### src/rtl/calcoef_pkg.sv
package calcoef_pkg;
  typedef enum logic [1:0] {
    CAL_CANCEL  = 2'b00,
    CAL_OFFSET  = 2'b01,
    CAL_POSGAIN = 2'b10,
    CAL_NEGGAIN = 2'b11
  } cal_kind_e;

  localparam int unsigned COEF_COUNT = 3;
  localparam int unsigned IDX_OFF = 0;
  localparam int unsigned IDX_POS = 1;
  localparam int unsigned IDX_NEG = 2;
endpackage

### src/rtl/calcoef_satsub.sv
module calcoef_satsub #(
  parameter int unsigned W = 24
) (
  input  logic [W-1:0] minuend,
  input  logic [W-1:0] subtrahend,
  output logic [W-1:0] result
);
  localparam int unsigned WE = W + 1;
  localparam logic [W-1:0] MAX_POS = {1'b0, {(W-1){1'b1}}};
  localparam logic [W-1:0] MAX_NEG = {1'b1, {(W-1){1'b0}}};

  logic [WE-1:0] wide;
  logic          ovf;

  always_comb begin
    wide = {minuend[W-1], minuend} - {subtrahend[W-1], subtrahend};
    // The two top bits disagree when the difference does not fit in W bits.
    ovf  = wide[WE-1] ^ wide[W-1];
    if (!ovf)
      result = wide[W-1:0];
    else if (wide[WE-1])
      result = MAX_NEG;
    else
      result = MAX_POS;
  end
endmodule

### src/rtl/calcoef_seq.sv
module calcoef_seq
  import calcoef_pkg::*;
(
  input  logic                  clk,
  input  logic                  rst_n,
  input  logic                  cmd_valid,
  input  logic [1:0]            cmd_kind,
  input  logic                  fw_valid,
  input  logic                  irq_ack,
  output logic                  fw_ready,
  output logic                  irq,
  output logic                  err,
  output logic                  armed,
  output logic                  off_seen,
  output logic [COEF_COUNT-1:0] wr_en
);
  cal_kind_e pend_kind;
  logic      fire;
  logic      capture;
  logic      reject;
  cal_kind_e new_kind;

  assign new_kind = cal_kind_e'(cmd_kind);
  assign fw_ready = !irq;
  assign fire     = fw_valid && fw_ready;
  assign capture  = fire && armed;
  assign reject   = cmd_valid && new_kind[1] && !off_seen;

  always_comb begin
    wr_en = '0;
    if (capture) begin
      unique case (pend_kind)
        CAL_OFFSET:  wr_en[IDX_OFF] = 1'b1;
        CAL_POSGAIN: wr_en[IDX_POS] = 1'b1;
        CAL_NEGGAIN: wr_en[IDX_NEG] = 1'b1;
        default:     wr_en = '0;
      endcase
    end
  end

  always_ff @(posedge clk) begin
    if (!rst_n) begin
      pend_kind <= CAL_CANCEL;
      armed     <= 1'b0;
      irq       <= 1'b0;
      err       <= 1'b0;
      off_seen  <= 1'b0;
    end else begin
      if (cmd_valid) begin
        armed     <= !(reject || new_kind == CAL_CANCEL);
        pend_kind <= new_kind;
      end else if (capture) begin
        armed <= 1'b0;
      end

      if (capture)
        irq <= 1'b1;
      else if (irq_ack)
        irq <= 1'b0;

      if (reject)
        err <= 1'b1;
      else if (irq_ack)
        err <= 1'b0;

      if (capture && pend_kind == CAL_OFFSET)
        off_seen <= 1'b1;
    end
  end
endmodule

### src/rtl/calcoef_bank.sv
module calcoef_bank #(
  parameter int unsigned W = 24,
  parameter int unsigned N = 3,
  parameter int unsigned SW = 2
) (
  input  logic           clk,
  input  logic           rst_n,
  input  logic [N-1:0]   wr_en,
  input  logic [W-1:0]   raw_word,
  input  logic [W-1:0]   adj_word,
  input  logic [SW-1:0]  rd_sel,
  output logic [W-1:0]   coef_q [N],
  output logic [W-1:0]   rd_data
);
  for (genvar g = 0; g < N; g++) begin : g_coef
    logic [W-1:0] din;
    // Slot 0 holds the offset and takes the raw word; the others take the adjusted one.
    if (g == 0) begin : g_raw
      assign din = raw_word;
    end else begin : g_adj
      assign din = adj_word;
    end

    always_ff @(posedge clk) begin
      if (!rst_n)
        coef_q[g] <= '0;
      else if (wr_en[g])
        coef_q[g] <= din;
    end
  end

  always_comb begin
    rd_data = '0;
    for (int i = 0; i < N; i++)
      if (rd_sel == SW'(i))
        rd_data = coef_q[i];
  end
endmodule

### src/rtl/calcoef_capture.sv
module calcoef_capture
  import calcoef_pkg::*;
#(
  parameter int unsigned W = 24
) (
  input  logic         clk,
  input  logic         rst_n,
  input  logic         cmd_valid,
  input  logic [1:0]   cmd_kind,
  input  logic         fw_valid,
  output logic         fw_ready,
  input  logic [W-1:0] fw_data,
  output logic         irq,
  input  logic         irq_ack,
  output logic         err,
  input  logic [1:0]   rd_sel,
  output logic [W-1:0] rd_data
);
  localparam int unsigned N  = COEF_COUNT;
  localparam int unsigned SW = 2;

  logic [N-1:0] wr_en;
  logic         armed;
  logic         off_seen;
  logic [W-1:0] adj_word;
  logic [W-1:0] coef_q [N];

  calcoef_seq u_seq (
    .clk      (clk),
    .rst_n    (rst_n),
    .cmd_valid(cmd_valid),
    .cmd_kind (cmd_kind),
    .fw_valid (fw_valid),
    .irq_ack  (irq_ack),
    .fw_ready (fw_ready),
    .irq      (irq),
    .err      (err),
    .armed    (armed),
    .off_seen (off_seen),
    .wr_en    (wr_en)
  );

  calcoef_satsub #(.W(W)) u_sub (
    .minuend   (fw_data),
    .subtrahend(coef_q[IDX_OFF]),
    .result    (adj_word)
  );

  calcoef_bank #(.W(W), .N(N), .SW(SW)) u_bank (
    .clk     (clk),
    .rst_n   (rst_n),
    .wr_en   (wr_en),
    .raw_word(fw_data),
    .adj_word(adj_word),
    .rd_sel  (rd_sel),
    .coef_q  (coef_q),
    .rd_data (rd_data)
  );
endmodule

### config.mk
export PLATFORM = sky130hd
export DESIGN_NAME = calcoef_capture
export DESIGN_NICKNAME = d
export VERILOG_FILES = /design/src/rtl/calcoef_pkg.sv /design/src/rtl/calcoef_satsub.sv /design/src/rtl/calcoef_seq.sv /design/src/rtl/calcoef_bank.sv /design/src/rtl/calcoef_capture.sv
export SDC_FILE = /design/constraint.sdc
export NUM_CORES = 1
export LEC_CHECK = 0
export ABC_AREA = 1
export BUFFER_PORTS_ARGS = -buffer_cell sky130_fd_sc_hd__buf_2
export CAP_MARGIN = 20
export CORE_MARGIN = 2
export CORE_UTILIZATION = 30
export DETAILED_ROUTE_END_ITERATION = 7
export GPL_TIMING_DRIVEN = 0
export PLACE_DENSITY = 0.5
export SYNTH_ARGS = -nofsm -noshare
export SYNTH_HDL_FRONTEND = slang
export SYNTH_SLANG_ARGS = --single-unit
### constraint.sdc
create_clock -name clk -period 2.28 [get_ports clk]
set_clock_uncertainty 0.05 [all_clocks]
set_input_delay 0.114 -clock clk [delete_from_list [all_inputs] [get_ports clk]]
set_output_delay 0.114 -clock clk [all_outputs]
set_load 0.01 [all_outputs]
==> flow_metrics.py <==
metrics = {
    "status": {
        "status": "complete, no violations",
    },
    "routing": {
        "final_antenna_net_count": 0,
        "route.detailed.drc": 0,
        "drtIter0Drc": 335,
        "drt_wl_total_um": 17410,
        "firstDrtPassIters": 5,
        "vias": 5431,
        "wl_per_cell_um": 15.15,
        "via_per_inst": 4.727,
    },
    "floorplanning": {
        "io_pins": 60,
        "core_area_um2": 17120,
        "rows": 48,
        "initial_utilization": 0.3036,
        "die_x_um": 135.6,
        "die_h_um": 135.6,
        "die-area_um2": 18390,
    },
    "grt": {
        "grt_max_degree": 13,
        "grt_pass1_vias": 5180,
        "grt_overflow": 0,
        "antenna_found_initial": 0,
        "track_usage": 0.1871,
        "grt_pass1_wl_um": 26590,
    },
    "sta": {
        "post-route-period-util": 0.9740,
        "period_minus_slack_ns": 2.221,
        "drv_slew": 0,
        "setup_slack_ns": 0.05922,
        "grt_setup_unrepaired": "true",
        "slew_headroom": 0.5875,
        "hold_ws_ns": 0.005606,
        "final_hold_viol_count": 0,
        "setup_viol": 0,
        "tightestPinTransition_ns": 0.6187,
        "fmax_mhz": 450.3,
    },
    "power_and_ir_drop": {
        "ir_drop_v": 0.0002812,
        "leakagePower_nw": 3.175,
        "p_total_w": 0.004038,
        "p_per_area_nw_per_um2": 571.3,
    },
    "clock_tree": {
        "clkSlewWorstSetupHoldPaths_ns": 0.06,
        "cts_sinks": 78,
        "cts_root_buffer": "clkbuf_16",
        "cts_buffers": 9,
        "clkLatencyLatePin_ns": 0.34,
        "cts_tree": "built",
        "cts_buffer_depth": 2,
        "h-tree-depth": 3,
    },
    "critical_path": {
        "crit_required_ns": 2.44,
        "critPathCaptureType": "flip-flop",
        "start_kind": "flip-flop",
        "cp_data_arrival_time_ns": 2.38,
        "critPathMaxFanout": 7,
        "critical_path_class": "flip-flop to flip-flop",
    },
    "placed_design": {
        "gp_congestion": 0.9552,
        "dp.cells": 1114,
        "portBuffers": 59,
        "place_area_um2": 5773,
        "post-place-ws_ns": -0.2172,
        "hpwlAfterDp_um": 13270,
    },
    "yosys": {
        "syn_area_per_cell_um2": 6.261,
        "yosysWarningCount": 0,
        "synthDistinctLibCells": 28,
        "ys_seq_area_frac": 0.3005,
        "synth_area_um2": 5196,
        "syn-num-nets": 888,
        "ys_ff_latch": 78,
        "syn_inst": 830,
    },
    "flow_run": {
        "drv_cap": 0,
    },
    "finish": {
        "layout.nets": 977,
        "antenna_cells": 0,
        "drive_above_1_share": 0.2597,
        "fin_cells": 1149,
        "fin_area_um2": 7067,
        "area.growth.synth_to_final_pct": 36.00,
    },
    "hold_path": {
        "hold_path.class": "input pin to flip-flop",
    },
}
power breakdown:
part           switching (W)  internal [W]  leakage (nW)
logic               0.000570      0.000368          2.37
registers         0.00000848       0.00138         0.634
clock network       0.000578       0.00113         0.170
critical path, stage by stage, from the launching register on:
cell and delay, ns:
dfxtp_2 0.36, ha_4 0.14, inv_4 0.03, fa_2 0.34
nand2_2 0.07, nand2_2 0.06, nand3_2 0.07, nand2_2 0.07
nand2_2 0.08, nand4_1 0.13, nand2_4 0.17, nand2_8 0.09
clkbuf_16 0.18, a21oi_4 0.15, a21oi_1 0.08
repair_timing:
item | in CTS | in global routing
cloned | 0 | 3
hold endpoints to repair | 1 | 0
pin swaps | 4 | 28
gates resized for setup | 27 | 140
hold buffers | 1 | 0
setup endpoints to repair | 46 | 48
setup buffers | 4 | 11
cell families (layout without fill, tap and decap cells):
group                    count (synthesis)  in the layout  share of synthesized area
AND/OR/NAND/NOR                        342            342                     0.2764
flip-flops                              78             78                     0.3005
buffers and inverters                  207            301                     0.1582
AO/OA/AOI/OAI                          163            163                     0.1779
XOR/XNOR                                15             15                    0.02528
adder cells (fa/ha/maj)                 25             25                    0.06164
metal layers:
layer,share of wire,global-route usage,wire [um],vias to the layer above
met3,0.033,0.02469,572,21
met1,0.46,0.2437,8097,2520
met4,0.022,0.06366,381,0
li1,-,-,-,2795
met2,0.48,0.3182,8360,95
met5,0,0,0,-
cell usage after synthesis:
cell type	count	area, um2
o211ai_1	2	15.01
buf_6	6	67.56
nor3_1	4	20.02
nand3b_1	1	7.510
xnor2_1	5	43.79
or2_0	1	6.260
clkbuf_1	28	105.1
inv_2	3	11.26
nor2_1	29	108.9
inv_1	170	638.1
a21oi_2	3	26.28
nand2_2	7	43.79
fa_1	1	20.02
o221ai_1	20	175.2
and2_1	3	18.77
ha_1	24	300.3
dfxtp_1	78	1562
nor2_4	1	11.26
a21oi_1	97	485.5
nor2_2	2	12.51
nand2_1	222	833.3
and3_1	1	6.260
xor2_1	10	87.58
o21bai_1	6	45.04
nand3_1	61	305.3
nand4_1	10	62.56
o21ai_0	33	165.2
a31oi_1	2	12.51
layout make-up:
type                    count  area [um2]
flip-flops and latches     78        1572
clock buffers              13       260.3
fillers                  1818       10050
well taps                 225       281.5
multi-input cells         545        3515
clock inverters             3       90.09
repair buffers             78       493.0
inverters                 173       656.9
plain buffers              34       198.9
cells in the final DEF, fill, tap and decap left out, types with 4 or more instances in the layout:
cell       count
nor3_1         4
nand2_2       38
clkbuf_16     12
nand3_1       35
nand4_1       10
a21oi_2        8
o21ai_0       32
o221ai_1      20
buf_8          6
xnor2_1        5
dfxtp_1       70
nor2_2         8
a21oi_4        4
nand3_2       26
ha_4          23
nand2_4       10
a21oi_1       88
inv_1        165
buf_4         15
clkbuf_1      27
nand2_1      179
dfxtp_2        8
inv_2          6
xor2_1        10
o21bai_1       6
buf_2         59
nor2_1        21
path summary, 6_finish.rpt:
path                           from  cells after the start  slack, ns                 end
setup / recovery  u_bank.coef_q[48]                     14       0.06   u_bank.coef_q[41]
hold / removal          cmd_kind[0]                      3      0.006  u_seq.pend_kind[0]
setup reg to reg  u_bank.coef_q[48]                     14       0.06   u_bank.coef_q[41]
hold reg to reg      u_seq.off_seen                      2       0.41      u_seq.off_seen
registers in the layout, indices dropped and copies added (netlist names):
register / flops
u_bank.coef_q: 72
u_seq.err: 1
u_seq.pend_kind: 2
u_seq.irq: 1
u_seq.off_seen: 1
u_seq.armed: 1
stage by stage:
stage          utilization  setup TNS, ns
2_1_floorplan            -              0
3_3_place_gp        0.3373         -7.443
3_5_place_dp        0.3373         -7.930
4_1_cts             0.3697              0
5_1_grt             0.4129         -1.594
6_report            0.4129              0
(Power assumes the default switching activity.)
